**src/rtl/pci_cfg_pkg.sv**
```systemverilog
package pci_cfg_pkg;

  localparam logic [1:0] SZ_BYTE = 2'd0;
  localparam logic [1:0] SZ_HALF = 2'd1;
  localparam logic [1:0] SZ_WORD = 2'd2;

  localparam logic [1:0] ST_OK    = 2'd0;
  localparam logic [1:0] ST_ALIGN = 2'd1;
  localparam logic [1:0] ST_ABORT = 2'd2;

  // control -> datapath strobes
  typedef struct packed {
    logic latch;     // take a new request
    logic issue;     // request goes to the PCI side; update bus field
    logic capRead;   // good read response: extract or merge
    logic capAbort;  // response carried an abort
  } strobe_t;

  // datapath -> control decode
  typedef struct packed {
    logic skip;      // out of range, not issued
    logic reject;    // size/alignment error
    logic narrow;    // byte or halfword
    logic wrIn;      // incoming request is a write
    logic isWrite;   // latched request is a write
  } decode_t;

endpackage

```
**src/rtl/pci_cfg_ctrl.sv**
```systemverilog
module pci_cfg_ctrl
  import pci_cfg_pkg::*;
(
  input  logic    clk,
  input  logic    rstN,
  input  logic    reqValid,
  input  decode_t dec,
  input  logic    pciRspValid,
  input  logic    pciRspAbort,
  output strobe_t st,
  output logic    busy,
  output logic    doneValid,
  output logic    pciReqValid,
  output logic    pciReqWrite
);

  typedef enum logic [2:0] {
    S_IDLE, S_RDREQ, S_RDWAIT, S_WRREQ, S_WRWAIT, S_DONE
  } state_e;

  state_e state, nxt;

  always_ff @(posedge clk) begin
    if (!rstN) state <= S_IDLE;
    else       state <= nxt;
  end

  always_comb begin
    nxt = state;
    st  = '0;
    case (state)
      S_IDLE: begin
        if (reqValid) begin
          st.latch = 1'b1;
          if (dec.skip || dec.reject) begin
            nxt = S_DONE;
          end else begin
            st.issue = 1'b1;
            nxt = (dec.wrIn && !dec.narrow) ? S_WRREQ : S_RDREQ;
          end
        end
      end
      S_RDREQ:  nxt = S_RDWAIT;
      S_RDWAIT: begin
        if (pciRspValid) begin
          if (pciRspAbort) begin
            st.capAbort = 1'b1;
            nxt = S_DONE;
          end else begin
            st.capRead = 1'b1;
            nxt = dec.isWrite ? S_WRREQ : S_DONE;
          end
        end
      end
      S_WRREQ:  nxt = S_WRWAIT;
      S_WRWAIT: begin
        if (pciRspValid) begin
          st.capAbort = pciRspAbort;
          nxt = S_DONE;
        end
      end
      S_DONE:   nxt = S_IDLE;
      default:  nxt = S_IDLE;
    endcase
  end

  assign busy        = (state != S_IDLE);
  assign doneValid   = (state == S_DONE);
  assign pciReqValid = (state == S_RDREQ) || (state == S_WRREQ);
  assign pciReqWrite = (state == S_WRREQ);

endmodule

```
**src/rtl/pci_cfg_dpath.sv**
```systemverilog
module pci_cfg_dpath
  import pci_cfg_pkg::*;
#(
  parameter int          BUS_W    = 9,
  parameter int          DEVFN_W  = 8,
  parameter int          OFS_W    = 8,
  parameter int          DATA_W   = 32,
  parameter int          ADDR_W   = 32,
  parameter logic [31:0] WIN_BASE = 32'h8001_0000,
  parameter int          SELF_BUS = 256,
  parameter int          BUS0_ADD = 48,
  parameter int          MAX_ID   = 15,
  parameter int          BUSF_LSB = 23,
  parameter int          BUSF_W   = 4,
  parameter int          TO_BIT   = 8
)(
  input  logic               clk,
  input  logic               rstN,
  input  logic               reqWrite,
  input  logic [BUS_W-1:0]   reqBus,
  input  logic [DEVFN_W-1:0] reqDevFn,
  input  logic [OFS_W-1:0]   reqOffset,
  input  logic [1:0]         reqSize,
  input  logic [DATA_W-1:0]  reqWdata,
  input  strobe_t            st,
  output decode_t            dec,
  output logic [1:0]         doneStatus,
  output logic [DATA_W-1:0]  doneRdata,
  input  logic               csrWrite,
  input  logic [DATA_W-1:0]  csrWdata,
  output logic [DATA_W-1:0]  csrRdata,
  output logic [ADDR_W-1:0]  pciAddr,
  output logic [DATA_W-1:0]  pciWdata,
  input  logic [DATA_W-1:0]  pciRspData
);

  localparam int NBYTES = DATA_W / 8;
  localparam int SLOT_W = DEVFN_W - 3;
  localparam logic [DATA_W-1:0] TO_MASK = DATA_W'(1) << TO_BIT;

  // ---------------- request decode ----------------
  logic               selfSel;
  logic [BUSF_W-1:0]  effBusLow;
  logic [DEVFN_W-1:0] effDevFn;
  logic [SLOT_W-1:0]  slotIn;
  logic               skipIn, badAlign, rejectIn;

  assign selfSel   = (reqBus == BUS_W'(SELF_BUS));
  assign effBusLow = selfSel ? '0 : reqBus[BUSF_W-1:0];
  assign slotIn    = reqDevFn[DEVFN_W-1:3];

  always_comb begin
    if (selfSel)                 effDevFn = '0;
    else if (reqBus == '0)       effDevFn = reqDevFn + DEVFN_W'(BUS0_ADD);
    else                         effDevFn = reqDevFn;
  end

  assign skipIn = !selfSel &&
                  ((reqBus > BUS_W'(MAX_ID)) || (slotIn > SLOT_W'(MAX_ID)));

  always_comb begin
    case (reqSize)
      SZ_BYTE: badAlign = 1'b0;
      SZ_HALF: badAlign = reqOffset[0];
      SZ_WORD: badAlign = |reqOffset[1:0];
      default: badAlign = 1'b1;
    endcase
  end

  assign rejectIn = !skipIn && badAlign;

  // ---------------- latched request ----------------
  logic               wrR;
  logic [DEVFN_W-1:0] devFnR;
  logic [OFS_W-1:0]   offR;
  logic [1:0]         sizeR;
  logic [DATA_W-1:0]  wdataR, wordR, rdataR;
  logic [1:0]         statusR;
  logic [DATA_W-1:0]  csrR, csrNext;

  assign dec.skip    = skipIn;
  assign dec.reject  = rejectIn;
  assign dec.narrow  = (reqSize == SZ_BYTE) || (reqSize == SZ_HALF);
  assign dec.wrIn    = reqWrite;
  assign dec.isWrite = wrR;

  // ---------------- byte order ----------------
  logic [DATA_W-1:0] rspHost;

  for (genvar b = 0; b < NBYTES; b++) begin : g_swap
    assign rspHost[8*b +: 8]  = pciRspData[DATA_W-8-8*b +: 8];
    assign pciWdata[8*b +: 8] = wordR[DATA_W-8-8*b +: 8];
  end

  // ---------------- lane handling ----------------
  logic [4:0]        laneShift;
  logic [DATA_W-1:0] sizeMask, laneOut, mergeWord;

  assign laneShift = {offR[1:0], 3'b000};

  always_comb begin
    case (sizeR)
      SZ_BYTE: sizeMask = DATA_W'(8'hFF);
      SZ_HALF: sizeMask = DATA_W'(16'hFFFF);
      default: sizeMask = '1;
    endcase
  end

  assign laneOut   = (rspHost >> laneShift) & sizeMask;
  assign mergeWord = (rspHost & ~(sizeMask << laneShift)) |
                     ((wdataR & sizeMask) << laneShift);

  // ---------------- address ----------------
  assign pciAddr = ADDR_W'(WIN_BASE) |
                   (ADDR_W'(devFnR) << 8) |
                   ADDR_W'({offR[OFS_W-1:2], 2'b00});

  // ---------------- control/status register ----------------
  always_comb begin
    csrNext = csrR;
    if (csrWrite)
      csrNext = (csrWdata & ~TO_MASK) | (csrR & TO_MASK & ~csrWdata);
    if (st.issue)
      csrNext[BUSF_LSB +: BUSF_W] = effBusLow;
    if (st.capAbort)
      csrNext[TO_BIT] = 1'b1;
  end

  always_ff @(posedge clk) begin
    if (!rstN) begin
      wrR     <= 1'b0;
      devFnR  <= '0;
      offR    <= '0;
      sizeR   <= SZ_WORD;
      wdataR  <= '0;
      wordR   <= '0;
      rdataR  <= '0;
      statusR <= ST_OK;
      csrR    <= '0;
    end else begin
      csrR <= csrNext;
      if (st.latch) begin
        wrR     <= reqWrite;
        devFnR  <= effDevFn;
        offR    <= reqOffset;
        sizeR   <= reqSize;
        wdataR  <= reqWdata;
        wordR   <= reqWdata;
        statusR <= rejectIn ? ST_ALIGN : ST_OK;
        rdataR  <= (skipIn && !reqWrite) ? '1 : '0;
      end
      if (st.capRead) begin
        if (wrR) wordR  <= mergeWord;
        else     rdataR <= laneOut;
      end
      if (st.capAbort) begin
        rdataR  <= '1;
        statusR <= ST_ABORT;
      end
    end
  end

  assign doneStatus = statusR;
  assign doneRdata  = rdataR;
  assign csrRdata   = csrR;

endmodule

```
**src/rtl/pci_cfg_xlate.sv**
```systemverilog
module pci_cfg_xlate
  import pci_cfg_pkg::*;
#(
  parameter int          BUS_W    = 9,
  parameter int          DEVFN_W  = 8,
  parameter int          OFS_W    = 8,
  parameter int          DATA_W   = 32,
  parameter int          ADDR_W   = 32,
  parameter logic [31:0] WIN_BASE = 32'h8001_0000,
  parameter int          SELF_BUS = 256,
  parameter int          BUS0_ADD = 48,
  parameter int          MAX_ID   = 15,
  parameter int          BUSF_LSB = 23,
  parameter int          BUSF_W   = 4,
  parameter int          TO_BIT   = 8
)(
  input  logic               clk,
  input  logic               rstN,
  input  logic               reqValid,
  input  logic               reqWrite,
  input  logic [BUS_W-1:0]   reqBus,
  input  logic [DEVFN_W-1:0] reqDevFn,
  input  logic [OFS_W-1:0]   reqOffset,
  input  logic [1:0]         reqSize,
  input  logic [DATA_W-1:0]  reqWdata,
  output logic               busy,
  output logic               doneValid,
  output logic [1:0]         doneStatus,
  output logic [DATA_W-1:0]  doneRdata,
  input  logic               csrWrite,
  input  logic [DATA_W-1:0]  csrWdata,
  output logic [DATA_W-1:0]  csrRdata,
  output logic               pciReqValid,
  output logic               pciReqWrite,
  output logic [ADDR_W-1:0]  pciAddr,
  output logic [DATA_W-1:0]  pciWdata,
  input  logic               pciRspValid,
  input  logic               pciRspAbort,
  input  logic [DATA_W-1:0]  pciRspData
);

  strobe_t st;
  decode_t dec;

  pci_cfg_ctrl u_ctrl (
    .clk         (clk),
    .rstN        (rstN),
    .reqValid    (reqValid),
    .dec         (dec),
    .pciRspValid (pciRspValid),
    .pciRspAbort (pciRspAbort),
    .st          (st),
    .busy        (busy),
    .doneValid   (doneValid),
    .pciReqValid (pciReqValid),
    .pciReqWrite (pciReqWrite)
  );

  pci_cfg_dpath #(
    .BUS_W(BUS_W), .DEVFN_W(DEVFN_W), .OFS_W(OFS_W), .DATA_W(DATA_W),
    .ADDR_W(ADDR_W), .WIN_BASE(WIN_BASE), .SELF_BUS(SELF_BUS),
    .BUS0_ADD(BUS0_ADD), .MAX_ID(MAX_ID), .BUSF_LSB(BUSF_LSB),
    .BUSF_W(BUSF_W), .TO_BIT(TO_BIT)
  ) u_dpath (
    .clk        (clk),
    .rstN       (rstN),
    .reqWrite   (reqWrite),
    .reqBus     (reqBus),
    .reqDevFn   (reqDevFn),
    .reqOffset  (reqOffset),
    .reqSize    (reqSize),
    .reqWdata   (reqWdata),
    .st         (st),
    .dec        (dec),
    .doneStatus (doneStatus),
    .doneRdata  (doneRdata),
    .csrWrite   (csrWrite),
    .csrWdata   (csrWdata),
    .csrRdata   (csrRdata),
    .pciAddr    (pciAddr),
    .pciWdata   (pciWdata),
    .pciRspData (pciRspData)
  );

endmodule

```
**config.mk**
```make
export PLATFORM = sky130hd
export DESIGN_NAME = pci_cfg_xlate
export DESIGN_NICKNAME = d
export VERILOG_FILES = /design/src/rtl/pci_cfg_pkg.sv /design/src/rtl/pci_cfg_ctrl.sv /design/src/rtl/pci_cfg_dpath.sv /design/src/rtl/pci_cfg_xlate.sv
export SDC_FILE = /design/constraint.sdc
export NUM_CORES = 1
export LEC_CHECK = 0
export ABC_AREA = 1
export BUFFER_PORTS_ARGS = -buffer_cell sky130_fd_sc_hd__buf_2
export CAP_MARGIN = 20
export CORE_UTILIZATION = 55
export CTS_CLUSTER_DIAMETER = 100
export DETAILED_ROUTE_END_ITERATION = 10
export PLACE_DENSITY = 0.93
export SYNTH_ARGS = -nofsm -noshare
export SYNTH_HDL_FRONTEND = slang
export SYNTH_SLANG_ARGS = --single-unit
```
**constraint.sdc**
```tcl
create_clock -name clk -period 4.35 [get_ports clk]
set_input_delay 0.435 -clock clk [delete_from_list [all_inputs] [get_ports clk]]
set_output_delay 0.435 -clock clk [all_outputs]
set_load 0.01 [all_outputs]
```
# Word level (Yosys, flattened, before mapping)
# Cells that the tools add are included.
[word_totals] regBits=152 in_bits=130 out_inout_bits=134 wordCells=100
[op_classes] add_sub_neg=1 order_cmp=2 eq_ne=12 shifts=3 mux=36 bitwise_logic=10 n_reduce_logical=23
[op_table] op="$mux 32" count=8
[op_table] op="$and 32x32->32" count=3
[op_table] op="$not 32->32" count=2
[op_table] op="$or 32x32->32" count=2
[op_table] op="$pmux 32 s2" count=1
[op_table] op="$shl 32x5->32" count=2
[op_table] op="$and 9x32->32" count=1
[op_table] op="$or 32x8->32" count=1
[op_table] op="$shr 32x5->32" count=1
[op_table] op="$mux 27" count=1
[op_table] op="$mux 3" count=6
[op_table] op="$mux 8" count=2
[op_table] op="$pmux 3 s5" count=1
[op_table] op="$mux 2" count=6
[op_table] op="$eq 9x9->1 const B" count=1
[op_table] op="$gt 9x4->1 const B" count=1
[op_table] op="$logic_not 9->1" count=1
[op_table] op="$add 8x6->8 const B" count=1
[op_table] op="$mux 4" count=2
[op_table] op="$mux 1" count=7
[op_table] op="$eq 3x2->1 const B" count=2
[op_table] op="$eq 3x3->1 const B" count=2
[op_table] op="$ne 2x2->1 const B" count=3
[op_table] op="$reduce_bool 2->1" count=3
[op_table] op="15 further kinds" count=27

# Depth between registers and ports, before layout
[logic_depth] ltp_word=13 depth_mapped=11 ltp_nobuf=10

# Cells and area by module
# From an unflattened synthesis, not the netlist that was laid out.
[unflattened] cells_unflattened=1203 hier_area_um2=7749.9
[modules_own_cells] mod="pci_cfg_dpath" instances=1 cells_each=1146 area_per_inst_um2=7437.1 seq_area_each_um2=2982.9
[modules_own_cells] mod="pci_cfg_ctrl" instances=1 cells_each=57 area_per_inst_um2=312.8 seq_area_each_um2=60.1

# Worst setup path after synthesis
# Ideal clock, no wire load.
[synth_timing] path_kind="input to register" startpoint="in reqBus[6]" endpoint="reg u_dpath.rdataR[27] (netlist: u_dpath.doneRdata[27])" setup_time_ps=128 t_arrival_ps=1443 required_time_ps=4222 slack_ps=2779 path_stages=11 path_buffers=1 path_cell_list="nor2_1 > nand2_1 > nor2_4 > nand2_1 > nand2_2 > inv_1 > nand2_2 > buf_4 > nand2_1 > a21oi_1 > nor2_1"
[synth_between] elab_chain_len=9 word_cells_on_any_way=11 cone_classes="order compare (1); eq/ne (1); mux (5); reduce/logical (4)"
[synth_rtl] element="start, declared" line="pci_cfg_xlate.sv:21" text="input logic [BUS_W-1:0] reqBus,"
[synth_rtl] element="$gt 9x4->1 / $eq 9x9->1 (equally long branches)" line="pci_cfg_dpath.sv:59, pci_cfg_dpath.sv:48"
[synth_rtl] element="$logic_or 1x1->1 / $logic_not 1->1 (equally long branches)" line="pci_cfg_dpath.sv:59, pci_cfg_dpath.sv:58"
[synth_rtl] element="$logic_and 1x1->1 (*)" line="pci_cfg_dpath.sv:58" text="assign skipIn = !selfSel &&"
[synth_rtl] element="$logic_and 1x1->1 (*)" line="pci_cfg_dpath.sv:150" text="rdataR <= (skipIn && !reqWrite) ? '1 : '0;"
[synth_rtl] element="$mux 32 (*)" line="pci_cfg_dpath.sv:150"
[synth_rtl] element="$mux 32 (*)" line="pci_cfg_dpath.sv:142" text="if (st.latch) begin"
[synth_rtl] element="$mux 32" line="pci_cfg_dpath.sv:153" text="if (wrR) wordR <= mergeWord;"
[synth_rtl] element="$mux 32 (*)" line="pci_cfg_dpath.sv:152" text="if (st.capRead) begin"
[synth_rtl] element="$mux 32 (*)" line="pci_cfg_dpath.sv:156" text="if (st.capAbort) begin"
[synth_rtl] element="end signal, assigned" line="pci_cfg_dpath.sv:150"
[synth_rtl] element="end signal, assigned" line="pci_cfg_dpath.sv:154" text="else rdataR <= laneOut;"
[synth_rtl] element="end, declared" line="pci_cfg_dpath.sv:77" text="logic [DATA_W-1:0] wdataR, wordR, rdataR;"
# Every way passes the cells marked *; elsewhere a longest branch is shown, timed or not.
# A chain may end at the register's enable or synchronous reset.

# Worst setup path after layout
[layout_timing] startpoint="reg u_dpath.sizeR[1]" endpoint="reg u_dpath.wordR[30]"
[layout_between] elab_chain_len=8 word_cells_on_any_way=11 cone_classes="eq/ne (1); shift (2); mux (3); bitwise (4); reduce/logical (1)"
[layout_rtl] element="start, declared" line="pci_cfg_dpath.sv:76" text="logic [1:0] sizeR;"
[layout_rtl] element="start signal, assigned" line="pci_cfg_dpath.sv:146" text="sizeR <= reqSize;"
[layout_rtl] element="$eq 2x1->1 / $logic_not 2->1 (equally long branches)" line="pci_cfg_dpath.sv:102" text="case (sizeR)"
[layout_rtl] element="$pmux 32 s2 (*)" line="pci_cfg_dpath.sv:102"
[layout_rtl] element="$shl 32x5->32" line="pci_cfg_dpath.sv:110" text="assign mergeWord = (rspHost & ~(sizeMask << laneShift)) |"
[layout_rtl] element="$not 32->32" line="pci_cfg_dpath.sv:110"
[layout_rtl] element="$and 32x32->32" line="pci_cfg_dpath.sv:110"
[layout_rtl] element="$or 32x32->32 (*)" line="pci_cfg_dpath.sv:110"
[layout_rtl] element="$mux 32 (*)" line="pci_cfg_dpath.sv:153"
[layout_rtl] element="$mux 32 (*)" line="pci_cfg_dpath.sv:152"
[layout_rtl] element="end signal, assigned" line="pci_cfg_dpath.sv:148" text="wordR <= reqWdata;"
[layout_rtl] element="end signal, assigned" line="pci_cfg_dpath.sv:153"
[layout_rtl] element="end, declared" line="pci_cfg_dpath.sv:77"
# Marks and branches as above.

==> flow_summary_export.csv <==
group,metric,value,unit
routing,ant_nets,0,
clocking,clockRootBuffer,"clkbuf_16",
global_routing,grt-ovfl-total,0,
timing,drv_slew,0,
hold_path,hold_depth,3,
timing,timing.final.ws_setup,1.90,ns
power,p_leak,4.59,nW
cells_and_area,fillers,1134,
placed_design,finalWeightedCongestion,0.961,
timing,worstMarginPinSlew,0.967,ns
synth,ys_ff_latch,152,
floorplan,num_io_pins,264,
routing,num_vias,8538,
power,irDropWorstVdd,0.470,mV
routing,remaining_drc_errors,0,
global_routing,grt.total_usage,32.7,%
synth,yosysUniqueCellTypes,42,
power,p_per_area,590,nW/um^2
timing,clock.fmax,409,MHz
floorplan,fp.dieH,120,um
outcome,run_status,"finished, final reports clean",
setup_path,end_kind,"flip-flop",
synth,seq_area_frac_synth,39.6,%
cells_and_area,fin_util,69.5,%
clocking,clkTransAtPathRegs,0.06,ns
routing,drt_iter0_drc,870,
timing,hold_viol,0,
placed_design,io_buffers,245,
cells_and_area,syn_to_final_growth,21.8,%
timing,rsz0062_at_grt,"false",
global_routing,grt_max_degree,76,
clocking,cts_resized,0,
floorplan,start_util,57.1,%
synth,ys_warn_count,0,
timing,hold-worst-slack,0.224,ns
timing,setup_viol,0,
routing,post_drt_wl_per_cell,15.6,um
clocking,h-tree-depth,4,
cells_and_area,drive_gt1_share,23.4,%
synth,syn_area_per_cell,6.64,sq um
timing,fin_worst_skew,0.00823,ns
setup_path,rr_worst_depth,8,
timing,finalSetupTns,0,ns
cells_and_area,nNetsFinal,1479,
timing,finalCritPeriodShare,56.3,%
clocking,cts-hold-fix-buffers,0,
floorplan,dieWidth,120,um
clocking,cts_setup_buffers,0,
setup_path,worstPathRequired,4.66,ns
floorplan,fp.dieArea,14400,sq um
setup_path,reg2reg_from,"u_dpath.sizeR[1]",
setup_path,critical_path_arrival,2.76,ns
global_routing,first_global_vias,7702,
timing,max-slew-margin-rel,35.4,%
setup_path,cp-start-kind,"flip-flop",
hold_path,holdCritStartpoint,"csrWdata[4]",
placed_design,dp_hpwl,16.8,mm
hold_path,hp-class,"in2reg",
placed_design,place_ws,1.78,ns
clocking,numClockSinks,152,
floorplan,coreArea,13500,sq um
timing,layout_min_cycle_time,2.45,ns
floorplan,num_rows,42,
routing,first_pass_iters,6,
routing,vias_per_cell,5.56,
clocking,ctsLongestPathBuffers,2,
routing,wl,23.9,mm
global_routing,antenna_found_initial,1,
setup_path,critPathMaxFanout,12,
clocking,clock_latency,0.43,ns
synth,syn_area,7680,sq um
setup_path,crit_path_start,"u_dpath.sizeR[1]",
clocking,cts_tree,"yes",
setup_path,worstSetupPathType,"reg2reg",
clocking,numCtsBuffers,17,
job,maxCapViolations,0,
synth,synthCells,1157,
global_routing,grt_pass1_wl,37.4,mm
kinds of logic (layout without fill, tap and decap cells):
group | after synthesis | after routing | synth area share, %
and+or+nand+nor | 532 | 532 | 28.2
DFF | 152 | 152 | 39.6
xor gates and xnor gates | 1 | 1 | 0.114
adders and majority gates | 2 | 2 | 0.326
other | 2 | 19 | 0.0978
AOI/OAI and AO/OA | 295 | 295 | 20.8
buffers and inverters | 173 | 359 | 10.9
path summary, 6_finish.rpt:
path                               to  slack [ns]
setup reg to reg    u_dpath.wordR[30]        1.90
hold reg to reg     u_dpath.devFnR[1]        0.46
hold / removal    u_dpath.csrRdata[4]        0.22
setup / recovery    u_dpath.wordR[30]        1.90
cells in the mapped netlist (all sizes together):
master	n	share of area [%]
a22oi	1	0.098
nor3	13	0.99
o211a	1	0.13
o21a	1	0.098
inv	75	3.8
nand3	23	1.9
or2	1	0.082
nand4	6	0.57
nor2	158	8.1
clkbuf	30	1.5
dfxtp	152	40
a21oi	112	7.4
conb	2	0.098
a21boi	1	0.098
and3	5	0.41
ha	2	0.33
buf	68	5.6
o21bai	2	0.20
xor2	1	0.11
o21ai	131	8.6
o221ai	9	1.0
a31oi	19	1.5
o211ai	3	0.29
nand2	326	16
o22ai	11	0.90
a211oi	4	0.39
critical path, cell delays in order (launching register included):
cell and delay, ns:
dfxtp_1 0.48, nor2_1 0.68, inv_1 0.39, nand2_1 0.17
nand2_1 0.06, o21ai_0 0.15, o22ai_1 0.12, o21ai_0 0.21
nor2_1 0.07
stage by stage:
step	power [mW]	instances	area, sq um
floorplan	3.33	1173	7740
global placement	3.84	1502	8690
detailed placement	3.88	1502	8690
CTS	5.47	1533	9320
global route	5.83	1536	9350
finish	5.52	1536	9350
cell type report:
class	instances	area [sq um]	area share, %
multi-input combinational	848	3860	41.3
tap	176	220	2.36
inverter	75	289	3.09
clock inverter	13	191	2.05
sequential	152	3040	32.5
timing repair buffer	253	1300	13.9
clock buffer	18	439	4.70
antenna	1	2.50	0.0268
registers in the layout, indices dropped and copies added (netlist names):
name and count:
u_ctrl.state 3, u_dpath.csrRdata 32, u_dpath.devFnR 8, u_dpath.doneRdata 32, u_dpath.doneStatus 2, u_dpath.offR 8, u_dpath.sizeR 2, u_dpath.wdataR 32
u_dpath.wordR 32, u_dpath.wrR 1
layer usage:
metal / wire length (um) / track usage [%]
met4: 1050 / 17.4
met5: 0 / 0
met3: 2290 / 8.70
met2: 11200 / 54.1
met1: 9370 / 38.4
where the power goes:
part           internal (mW)  switching [mW]
clock                  0.979           0.617
combinational          0.677            1.38
sequential              1.69           0.177
total                   3.34            2.18
layout by cell type, fill, tap and decap left out, drive strengths merged, types with 2 or more instances in the layout:
master,netlist,routed
nor3,13,13
conb,2,18
inv,75,79
nand4,6,6
buf,68,253
o21bai,2,2
o211ai,3,3
o22ai,11,11
a31oi,19,19
o221ai,9,9
dfxtp,152,152
a211oi,4,4
clkinv,0,5
nand2,326,326
ha,2,2
and3,5,5
clkbuf,30,18
nor2,158,158
nand3,23,23
bufinv,0,4
a21oi,112,112
o21ai,131,131
No activity file was read; power rests on OpenSTA's default activity.
